===== src/rtl/sct_pkg.sv =====
`timescale 1ns/1ps
package sct_pkg;

  // strobes from control to datapath
  typedef struct packed {
    logic ldLo;   // load low compare register
    logic ldHi;   // load high compare register
    logic clrLo;  // reload low counter to zero
    logic incLo;  // advance low counter
    logic clrHi;  // reload high counter to zero
    logic incHi;  // advance high counter
  } sctStrobe_t;

endpackage


===== src/rtl/sct_stage.sv =====
`timescale 1ns/1ps
module sct_stage #(
  parameter int W = 4
) (
  input  logic         clk,
  input  logic         rstN,
  input  logic         ld,
  input  logic [W-1:0] ldVal,
  input  logic         clr,
  input  logic         inc,
  output logic [W-1:0] cnt,
  output logic         eq
);

  logic [W-1:0] cmpReg;

  always_ff @(posedge clk or negedge rstN) begin
    if (!rstN) begin
      cnt    <= '0;
      cmpReg <= '1;
    end else begin
      if (ld) cmpReg <= ldVal;
      if (clr)      cnt <= '0;
      else if (inc) cnt <= cnt + W'(1);
    end
  end

  assign eq = (cnt == cmpReg);

  // a written value is what the stage compares against next cycle
  p_load_r2: assert property (@(posedge clk) disable iff (!rstN)
    ld |=> (eq == (cnt == $past(ldVal))));

  // without a strobe the count stays put
  p_hold_r4: assert property (@(posedge clk) disable iff (!rstN)
    (!clr && !inc) |=> $stable(cnt));

endmodule


===== src/rtl/sct_datapath.sv =====
`timescale 1ns/1ps
module sct_datapath
  import sct_pkg::*;
#(
  parameter int LO_W = 4,
  parameter int HI_W = 8
) (
  input  logic            clk,
  input  logic            rstN,
  input  sctStrobe_t      str,
  input  logic [HI_W-1:0] wrData,
  output logic            eqLo,
  output logic            eqHi,
  output logic            topLo
);

  logic [LO_W-1:0] loCnt;
  logic [HI_W-1:0] hiCnt;

  sct_stage #(.W(LO_W)) uLo (
    .clk   (clk),
    .rstN  (rstN),
    .ld    (str.ldLo),
    .ldVal (wrData[LO_W-1:0]),
    .clr   (str.clrLo),
    .inc   (str.incLo),
    .cnt   (loCnt),
    .eq    (eqLo)
  );

  sct_stage #(.W(HI_W)) uHi (
    .clk   (clk),
    .rstN  (rstN),
    .ld    (str.ldHi),
    .ldVal (wrData),
    .clr   (str.clrHi),
    .inc   (str.incHi),
    .cnt   (hiCnt),
    .eq    (eqHi)
  );

  assign topLo = &loCnt;

  // a reload lands on zero
  p_reload_lo_r3: assert property (@(posedge clk) disable iff (!rstN)
    str.clrLo |=> (loCnt == '0));

  // an advance adds exactly one, wrapping at the stage width
  p_step_lo_r3: assert property (@(posedge clk) disable iff (!rstN)
    (str.incLo && !str.clrLo) |=> (loCnt == LO_W'($past(loCnt) + 1)));

  // the high stage also steps by exactly one
  p_step_hi_r6: assert property (@(posedge clk) disable iff (!rstN)
    (str.incHi && !str.clrHi) |=> (hiCnt == HI_W'($past(hiCnt) + 1)));

endmodule


===== src/rtl/sct_ctrl.sv =====
`timescale 1ns/1ps
module sct_ctrl
  import sct_pkg::*;
(
  input  logic       clk,
  input  logic       rstN,
  input  logic       cntEn,
  input  logic       cascade,
  input  logic       wrLo,
  input  logic       wrHi,
  input  logic       eqLo,
  input  logic       eqHi,
  input  logic       topLo,
  output sctStrobe_t str,
  output logic       matchLo,
  output logic       matchHi,
  output logic       irq,
  output logic       stageClk
);

  logic hitLo, hitHi, hitFull, advHi;

  always_comb begin
    str      = '0;
    str.ldLo = wrLo;
    str.ldHi = wrHi;
    hitLo    = 1'b0;
    hitHi    = 1'b0;
    hitFull  = 1'b0;
    advHi    = 1'b0;
    if (cascade) begin
      hitFull   = cntEn && eqLo && eqHi && !wrLo && !wrHi;
      advHi     = cntEn && topLo && !hitFull;
      str.clrLo = hitFull;
      str.clrHi = hitFull;
      str.incLo = cntEn && !hitFull;
      str.incHi = advHi;
    end else begin
      hitLo     = cntEn && eqLo && !wrLo;
      hitHi     = cntEn && eqHi && !wrHi;
      advHi     = hitLo;
      str.clrLo = hitLo;
      str.clrHi = hitHi;
      str.incLo = cntEn && !hitLo;
      str.incHi = cntEn && !hitHi;
    end
  end

  always_ff @(posedge clk or negedge rstN) begin
    if (!rstN) begin
      matchLo  <= 1'b0;
      matchHi  <= 1'b0;
      irq      <= 1'b0;
      stageClk <= 1'b0;
    end else begin
      matchLo  <= hitLo;
      matchHi  <= hitHi || hitFull;
      irq      <= hitLo || hitHi || hitFull;
      stageClk <= advHi;
    end
  end

  // a split-mode equality on an enabled edge gives a pulse
  p_match_lo_r3: assert property (@(posedge clk) disable iff (!rstN)
    (!cascade && cntEn && eqLo && !wrLo) |=> matchLo);

  // no enable, no pulses
  p_idle_r4: assert property (@(posedge clk) disable iff (!rstN)
    !cntEn |=> (!matchLo && !matchHi && !irq && !stageClk));

  // low-stage pulse is silent in cascade mode
  p_no_lo_cascade_r7: assert property (@(posedge clk) disable iff (!rstN)
    cascade |=> !matchLo);

  // a write in the cycle of equality cancels that stage's pulse
  p_cancel_lo_r8: assert property (@(posedge clk) disable iff (!rstN)
    (!cascade && wrLo) |=> !matchLo);

  p_cancel_full_r8: assert property (@(posedge clk) disable iff (!rstN)
    (cascade && (wrLo || wrHi)) |=> !matchHi);

endmodule


===== src/rtl/split_cmp_timer.sv =====
`timescale 1ns/1ps
module split_cmp_timer
  import sct_pkg::*;
#(
  parameter int LO_W = 4,
  parameter int HI_W = 8
) (
  input  logic            clk,
  input  logic            rstN,
  input  logic            cntEn,
  input  logic            cascade,
  input  logic            wrLo,
  input  logic            wrHi,
  input  logic [HI_W-1:0] wrData,
  output logic            matchLo,
  output logic            matchHi,
  output logic            irq,
  output logic            stageClk
);

  sctStrobe_t str;
  logic       eqLo, eqHi, topLo;

  sct_ctrl uCtrl (
    .clk      (clk),
    .rstN     (rstN),
    .cntEn    (cntEn),
    .cascade  (cascade),
    .wrLo     (wrLo),
    .wrHi     (wrHi),
    .eqLo     (eqLo),
    .eqHi     (eqHi),
    .topLo    (topLo),
    .str      (str),
    .matchLo  (matchLo),
    .matchHi  (matchHi),
    .irq      (irq),
    .stageClk (stageClk)
  );

  sct_datapath #(.LO_W(LO_W), .HI_W(HI_W)) uDp (
    .clk    (clk),
    .rstN   (rstN),
    .str    (str),
    .wrData (wrData),
    .eqLo   (eqLo),
    .eqHi   (eqHi),
    .topLo  (topLo)
  );

endmodule


===== config.mk =====
export PLATFORM = sky130hd
export DESIGN_NAME = split_cmp_timer
export DESIGN_NICKNAME = d
export VERILOG_FILES = /design/src/rtl/sct_pkg.sv /design/src/rtl/sct_stage.sv /design/src/rtl/sct_datapath.sv /design/src/rtl/sct_ctrl.sv /design/src/rtl/split_cmp_timer.sv
export SDC_FILE = /design/constraint.sdc
export NUM_CORES = 1
export LEC_CHECK = 0
export BUFFER_PORTS_ARGS = -buffer_cell sky130_fd_sc_hd__buf_2
export CORE_MARGIN = 5
export CORE_UTILIZATION = 30
export DETAILED_ROUTE_END_ITERATION = 8
export SYNTH_ARGS = -nofsm -noshare
export SYNTH_HDL_FRONTEND = slang
export SYNTH_HIERARCHICAL = 1
export SYNTH_SLANG_ARGS = --single-unit
export TNS_END_PERCENT = 5

===== constraint.sdc =====
create_clock -name clk -period 4.85 [get_ports clk]
set_input_delay 0.97 -clock clk [delete_from_list [all_inputs] [get_ports clk]]
set_output_delay 0.97 -clock clk [all_outputs]
set_load 0.05 [all_outputs]

==> impl_metrics.tcl, run 1 <==
set metrics [dict create \
    hold_class "reg -> reg" \
    nets 149 \
    synth.distinct_cells 31 \
    max_freq_ghz 0.393 \
    fin_skew_ps 12.6 \
    cts_root_buf "clkbuf_8" \
    grtUsageTotal 0.0958 \
    port_buffers 17 \
    synthCells 117 \
    path_buf_inv 0 \
    die_h_um 78.2 \
    dp_hpwl_um 2020 \
    synth-simple-area-share 0.136 \
    pre_cts_ws_ps 2230 \
    final_layout_size_suffix_gt1_frac 0.402 \
    wl_um 2600 \
    htreeDepth 1 \
    post_cts_buffers 0 \
    layout_common_cells "buf_2 (17), dfrtp_1 (16), mux2_2 (12), dfstp_2 (12)" \
    synthArstFlopShare 1.00 \
    die_w_um 78.2 \
    drtIter0Drc 68 \
    vias 900 \
    crit_required_ps 5060 \
    clk_pin_slew_ps 100 \
    worstHoldStart "uDp/uHi/cnt[6]" \
    pin_count 18 \
    grt_pass1_wl_um 4740 \
    cts_tree "done" \
    rsz0062_at_grt "false" \
    power_leakage_nw 0.668 \
    antenna_cells_inserted 0 \
    cts_sinks 28 \
    synth.top_cell.area_share 0.287 \
    final_common_cell "buf_2" \
    ys_warn_count 6 \
    powerDensity_mw_per_mm2 466 \
    synth_flop_cell "dfrtp_1" \
    drc 0 \
    ir_worst_vdd_uv 226 \
    slowest_stage "nor4_1" \
    synth_area_per_cell_sq_um 11.9 \
    syn2layout_area_growth_pct 13.3 \
    setup_tns_ps 0 \
    clk_latency_ps 280 \
    crit_start "uDp/uLo/cmpReg[1]" \
    period_needed_ps 2540 \
    synth_top_family_by_area "simple AND/OR/NAND/NOR gates" \
    seqCellArea_sq_um 716 \
    routedWlPerCell_um 14.1 \
    die-area_sq_mm 0.00611 \
    synthAdderAreaFrac 0.0180 \
    final_antenna_net_count 0 \
    final-hold-violation-count 0 \
    synthMuxAreaShare 0.122 \
    worst_pin_slew_ps 603 \
    syn_area_sq_mm 0.00139 \
    stdcell_area_sq_mm 0.00158 \
    antenna_found_initial 0 \
    dpl-instance-area_sq_mm 0.00151 \
    grt_pass1_vias 1009 \
    grt_overflow 0 \
    multi_input_area_sq_um 638 \
    place_congestion 0.767 \
    final_cells 184 \
    status "complete, no violations" \
    routed_via_density 4.89 \
    maxSlewHeadroom 0.594 \
    setup_viol 0 \
    synth-xor-area-share 0.107 \
    yosysSeqAreaShare 0.513 \
    worstPathArrival_ps 2760 \
    fp-row-count 24 \
    fillers 451 \
    path_cells "xor2_1 -> nor4_1 -> nand2b_4 -> a21oi_2 -> and2_2 -> o2111ai_2 -> or3_1 -> a21oi_1" \
    initial_core_util 0.314 \
    core-area_sq_mm 0.00444 \
    syn_nets 133 \
    worstSetupEndpointType "flip-flop" \
    synth-compound-area-share 0.0754 \
    synth.area.top_cells "dfrtp_1 (29%), dfstp_2 (23%), mux2_2 (9.7%)" \
    fin_ws_ps 2310 \
    ys_seq_elements 28 \
    cts_resized 0 \
    clk_path_buf_depth 2 \
    maxCapViolCount 0 \
    yosysTopAreaCell "dfrtp_1" \
    dr.pass1.iters 4 \
    crit_path_max_incr_delay_ps 570 \
    maxSlewViolCount 0 \
    numCtsBuffers 3 \
    dpl.cell_count 180 \
    cp_max_fo 10 \
    finalCritPeriodShare 0.525 \
    path_delay_family "simple AND/OR/NAND/NOR gates" \
    synth_edf_count 0 \
    critPathKind "reg -> reg" \
    reg2reg_from "uDp/uLo/cmpReg[1]" \
    crit_path_start_kind "flip-flop" \
    cts_hold_buf 0 \
    r2r_slack_ps 2310 \
    grt_max_degree 29 \
]
-- cells by family after synthesis --
| group | Yosys count |
|---|---|
| buf+inv | 7 |
| flops | 28 |
| simple gates | 32 |
| mux | 15 |
| compound gates | 16 |
| fa+ha+maj | 2 |
| xor+xnor | 17 |
-- worst paths after layout --
| kind | to | cells after the start |
|---|---|---|
| min | uDp/uHi/cnt[6] | 2 |
| min reg2reg | uDp/uHi/cnt[6] | 2 |
| max | uDp/uHi/cnt[7] | 8 |
| min in group asynchronous | uDp/uHi/cnt[3] | 1 |
| max in group asynchronous | uDp/uLo/cnt[0] | 1 |
| max reg2reg | uDp/uHi/cnt[7] | 8 |
-- cell type report --
type,instances,share of cell area
clock inverter,1,0.0190
inverter,1,0.00238
timing repair buffer,17,0.0539
tap,52,0.0412
sequential,28,0.453
multi-input combinational,82,0.404
clock buffer,3,0.0261
-- worst reg2reg max path, stage by stage, from the launching register on --
cell and delay, ps:
dfstp_2 550, xor2_1 60, nor4_1 570, nand2b_4 100, a21oi_2 190, and2_2 280
o2111ai_2 210, or3_1 380, a21oi_1 150
-- Yosys cell counts, types with 3 or more instances --
cell type and count:
buf_4 3, xnor2_1 10, dfrtp_1 16, nand4_1 5, o21ai_0 5, nor2_1 10
xor2_1 7, or3_1 3, mux2_2 12, dfstp_2 12, a21oi_1 6
-- flip-flops by register name, summed over array words and instances (netlist names) --
register	count
uDp/uLo/cmpReg	4
uDp/uHi/cnt	8
uCtrl/matchHi	1
uDp/uLo/cnt	4
uDp/uHi/cmpReg	8
uCtrl/irq	1
uCtrl/matchLo	1
uCtrl/stageClk	1
-- per-stage QoR --
step,util,hold slack (ps),total power (W)
2_1_floorplan,-,540,0.000504
3_3_place_gp,0.339,574,0.000544
3_5_place_dp,0.339,595,0.000555
4_1_cts,0.355,612,0.000742
5_1_grt,0.355,637,0.000788
6_report,0.355,618,0.000736
-- power by group --
| group | switching, W | internal [W] |
|---|---|---|
| registers | 0.0000729 | 0.000293 |
| clock network | 0.0000757 | 0.000111 |
| logic | 0.0000836 | 0.000100 |
| total | 0.000232 | 0.000504 |
-- layer usage --
layer	GRT usage	wire length [um]	vias to the layer above
met2	0.152	1190	23
li1	-	-	432
met1	0.129	1240	442
met5	0	0	-
met4	0.0140	13	0
met3	0.0332	157	3
Note: power is estimated with default switching activity, not from simulation.
==> run 2, diff against run 1 <==
- clock period: 4.85 -> 2.35 ns (I/O delays scaled with it)
==> impl_metrics.tcl, run 2 (synthesized netlist as in run 1, its figures left out) <==
set metrics [dict create \
    core-area_sq_mm 0.00444 \
    grt_overflow 0 \
    numCtsBuffers 3 \
    place_congestion 0.795 \
    syn2layout_area_growth_pct 17.1 \
    final_layout_size_suffix_gt1_frac 0.441 \
    worstPathArrival_ps 2450 \
    fin_skew_ps 7.22 \
    power_leakage_nw 0.684 \
    powerDensity_mw_per_mm2 916 \
    setup_viol 0 \
    ir_worst_vdd_uv 449 \
    antenna_found_initial 0 \
    utilization 0.367 \
    die_w_um 78.2 \
    maxCapViolCount 0 \
    cts_root_buf "clkbuf_8" \
    pin_count 18 \
    grtUsageTotal 0.0936 \
    antenna_cells_inserted 0 \
    clk_path_buf_depth 2 \
    final-hold-violation-count 0 \
    worst_pin_slew_ps 603 \
    wl_um 2630 \
    drtIter0Drc 59 \
    clk_pin_slew_ps 90 \
    maxSlewViolCount 0 \
    dp_hpwl_um 2000 \
    final_common_cell "buf_2" \
    cp_max_fo 5 \
    grt_pass1_vias 965 \
    grt_pass1_wl_um 4620 \
    status "complete, no violations" \
    reg.largest.list "uDp/uHi/cmpReg: 8 flops, uDp/uHi/cnt: 8 flops" \
    routedWlPerCell_um 14.0 \
    grt_max_degree 29 \
    nets 153 \
    multi_input_area_sq_um 677 \
    finalCritPeriodShare 0.958 \
    vias 912 \
    seqCellArea_sq_um 716 \
    crit_path_start_kind "flip-flop" \
    setup_tns_ps 0 \
    layout_common_cells "buf_2 (17), dfrtp_1 (16), mux2_2 (12), dfstp_2 (12), xnor2_1 (10)" \
    crit_required_ps 2550 \
    routed_via_density 4.85 \
    initial_core_util 0.314 \
    htreeDepth 1 \
    die_h_um 78.2 \
    port_buffers 17 \
    dr.pass1.iters 4 \
    total_power_w 0.00150 \
    finalHoldWorstSlack_ps 191 \
    clk_latency_ps 270 \
    final_antenna_net_count 0 \
    maxSlewHeadroom 0.598 \
    pre_cts_ws_ps 35.2 \
    worstSetupEndpointType "flip-flop" \
    die-area_sq_mm 0.00611 \
    critPathKind "reg -> reg" \
    fp-row-count 24 \
    cts_hold_buf 0 \
    fin_ws_ps 98.6 \
    hold_class "in -> async" \
    max_freq_ghz 0.444 \
    cts_sinks 28 \
    drc 0 \
    period_needed_ps 2250 \
    fillers 450 \
    r2r_slack_ps 100 \
    cts_tree "done" \
]
-- run 2: what timing repair did --
item,in CTS,in global routing
gates resized for setup,0,5
endpoints found under the setup margin,0,2
buffers inserted,0,1
-- run 2: per-layer routing --
metal / track usage / routed length (um)
met3: 0.0309 / 113
met5: 0 / 0
met2: 0.160 / 1290
met1: 0.117 / 1210
met4: 0.0157 / 17
-- run 2: power breakdown --
group | internal, W | switching (W) | total (W)
registers | 0.000605 | 0.000145 | 0.000751
logic | 0.000234 | 0.000217 | 0.000451
clock network | 0.000150 | 0.000144 | 0.000294
total | 0.000990 | 0.000506 | 0.00150
-- run 2: worst paths after layout --
check / start / endpoint / cells after the start
worst max-delay path: uDp/uLo/cmpReg[2] / uDp/uHi/cnt[7] / 8
worst min-delay path: rstN / uDp/uHi/cnt[6] / 1
worst max register to register: uDp/uLo/cmpReg[2] / uDp/uHi/cnt[7] / 8
worst min register to register: uDp/uHi/cnt[7] / uDp/uHi/cnt[7] / 2
max in group asynchronous: rstN / uCtrl/stageClk / 1
min in group clk: wrData[4] / uDp/uHi/cmpReg[4] / 2
-- run 2: worst max-delay path, stage by stage, from the launching register on --
cell	delay, ps
dfstp_2	550
xor2_1	90
nor4_4	360
nand2b_4	110
a21oi_4	180
and2_2	200
o2111ai_4	160
or3_1	350
a21oi_1	170
-- run 2: stage by stage --
step,instance area (sq um),std cells
final,1630,188
after global routing,1630,188
after CTS,1590,187
after detailed placement,1540,183
after global placement,1540,183
after floorplan,1400,117
-- run 2: final cells by class --
cell class	count	share of cell area
Clock buffer	4	0.0337
Inverter	1	0.00230
Multi-Input combinational cell	82	0.415
Sequential cell	28	0.439
Tap cell	52	0.0399
Timing Repair Buffer	21	0.0706
==> run 3, diff against run 2 <==
- CORE_MARGIN: 5 -> unset
- RECOVER_POWER: unset -> 25
==> impl_metrics.tcl, run 3 (synthesized netlist as in run 1, its figures left out) <==
set metrics [dict create \
    final_antenna_net_count 0 \
    drc 0 \
    port_buffers 17 \
    worstSetupEndpointType "flip-flop" \
    layout_common_cells "buf_2 (16), dfrtp_1 (16), mux2_2 (12), dfstp_2 (12), xnor2_1 (10)" \
    stdcell_area_sq_mm 0.00163 \
    r2r_cells 8 \
    cts_tree "done" \
    grt_pass1_vias 916 \
    pre_cts_ws_ps 75.3 \
    final-hold-violation-count 0 \
    reg2reg_from "uDp/uLo/cmpReg[1]" \
    final_cells 189 \
    antenna_found_initial 0 \
    wl_um 2490 \
    fp-row-count 24 \
    antenna_cells_inserted 0 \
    fin_skew_ps 7.95 \
    critPathKind "reg -> reg" \
    clk_path_buf_depth 2 \
    clk_pin_slew_ps 90 \
    crit_start "uDp/uLo/cmpReg[1]" \
    worstPathArrival_ps 2410 \
    maxSlewViolCount 0 \
    max_freq_ghz 0.454 \
    cts_hold_buf 0 \
    r2r_end "uDp/uHi/cnt[5]" \
    cp_max_fo 5 \
    final_layout_size_suffix_gt1_frac 0.438 \
    setup_viol 0 \
    numCtsBuffers 3 \
    grt_max_degree 29 \
    htreeDepth 1 \
    crit_required_ps 2560 \
    cts_sinks 28 \
    pin_count 18 \
    finalCritPeriodShare 0.937 \
    crit_path_start_kind "flip-flop" \
    grt_pass1_wl_um 4310 \
    clk_latency_ps 280 \
    place_congestion 0.759 \
    die-area_sq_mm 0.00492 \
    r2r_slack_ps 150 \
    endpoint "uDp/uHi/cnt[5]" \
    grtUsageTotal 0.113 \
    die_w_um 70.2 \
    dpl-instance-area_sq_mm 0.00153 \
    vias 918 \
    grt_overflow 0 \
    fillers 443 \
    powerDensity_mw_per_mm2 890 \
    dpl.cell_count 182 \
    total_power_w 0.00145 \
    power_leakage_nw 0.686 \
    drtIter0Drc 77 \
    fin_ws_ps 148 \
    initial_core_util 0.316 \
    setup_tns_ps 0 \
    die_h_um 70.2 \
    syn2layout_area_growth_pct 17.1 \
    ir_worst_vdd_uv 386 \
    maxSlewHeadroom 0.0224 \
    worst_pin_slew_ps 1470 \
    rsz0062_at_grt "false" \
    maxCapViolCount 0 \
    routed_via_density 4.86 \
    routedWlPerCell_um 13.1 \
    hold_class "in -> reg" \
    status "complete, no violations" \
    reg.largest.list "uDp/uHi/cmpReg: 8 flops, uDp/uHi/cnt: 8 flops" \
    cts_root_buf "clkbuf_8" \
    core-area_sq_mm 0.00441 \
    dr.pass1.iters 4 \
    nets 154 \
    period_needed_ps 2200 \
]
## run 3: area by class of cell
class | instances | area, sq um | share of cell area
Tap cell | 52 | 65.1 | 0.0398
Clock buffer | 4 | 55.1 | 0.0337
Inverter | 1 | 3.75 | 0.00230
Sequential cell | 28 | 716 | 0.438
Timing Repair Buffer | 22 | 121 | 0.0743
Multi-Input combinational cell | 82 | 672 | 0.411
## run 3: worst max-delay path, stage by stage, from the launching register on
cell	delay, ps
dfstp_2	550
xor2_1	70
nor4_2	410
nand2b_4	110
a21oi_4	140
and2_4	170
o2111ai_4	150
or3_4	390
a21oi_1	140
## run 3: repair_timing
| item | in CTS | in global routing |
|---|---|---|
| hold endpoints to repair | 0 | 0 |
| gates resized for setup | 0 | 5 |
| buffers inserted | 0 | 3 |
| setup endpoints to repair | 0 | 2 |
## run 3: worst min-delay path by stage
stage,from,endpoint,slack (ps),depth (start not counted)
3_3_place_gp,rstN,uDp/uHi/cnt[6],510,1
4_1_cts,rstN,uDp/uHi/cnt[6],210,1
6_report,wrData[6],uDp/uHi/cmpReg[6],420,2
3_5_place_dp,rstN,uDp/uHi/cnt[6],520,1
2_1_floorplan,rstN,uCtrl/irq,170,0
5_1_grt,wrData[6],uDp/uHi/cmpReg[6],400,2
## run 3: metrics by stage
stage	utilization	hold WS, ps
2_1_floorplan	-	174
4_1_cts	0.359	210
3_3_place_gp	0.346	507
6_report	0.370	420
5_1_grt	0.370	397
3_5_place_dp	0.346	523
## run 3: per-layer routing
metal / wire, um / track usage / vias up
met4: 21 / 0.0333 / 0
met2: 1260 / 0.187 / 20
li1: - / - / 446
met3: 110 / 0.0361 / 3
met5: 0 / 0 / -
met1: 1090 / 0.141 / 449
## run 3: report_power, final
| group | leakage [nW] | switching [W] | internal, W |
|---|---|---|---|
| combinational | 0.325 | 0.000179 | 0.000219 |
| clock | 0.0288 | 0.000147 | 0.000150 |
| sequential | 0.332 | 0.000153 | 0.000605 |
| total | 0.686 | 0.000478 | 0.000975 |
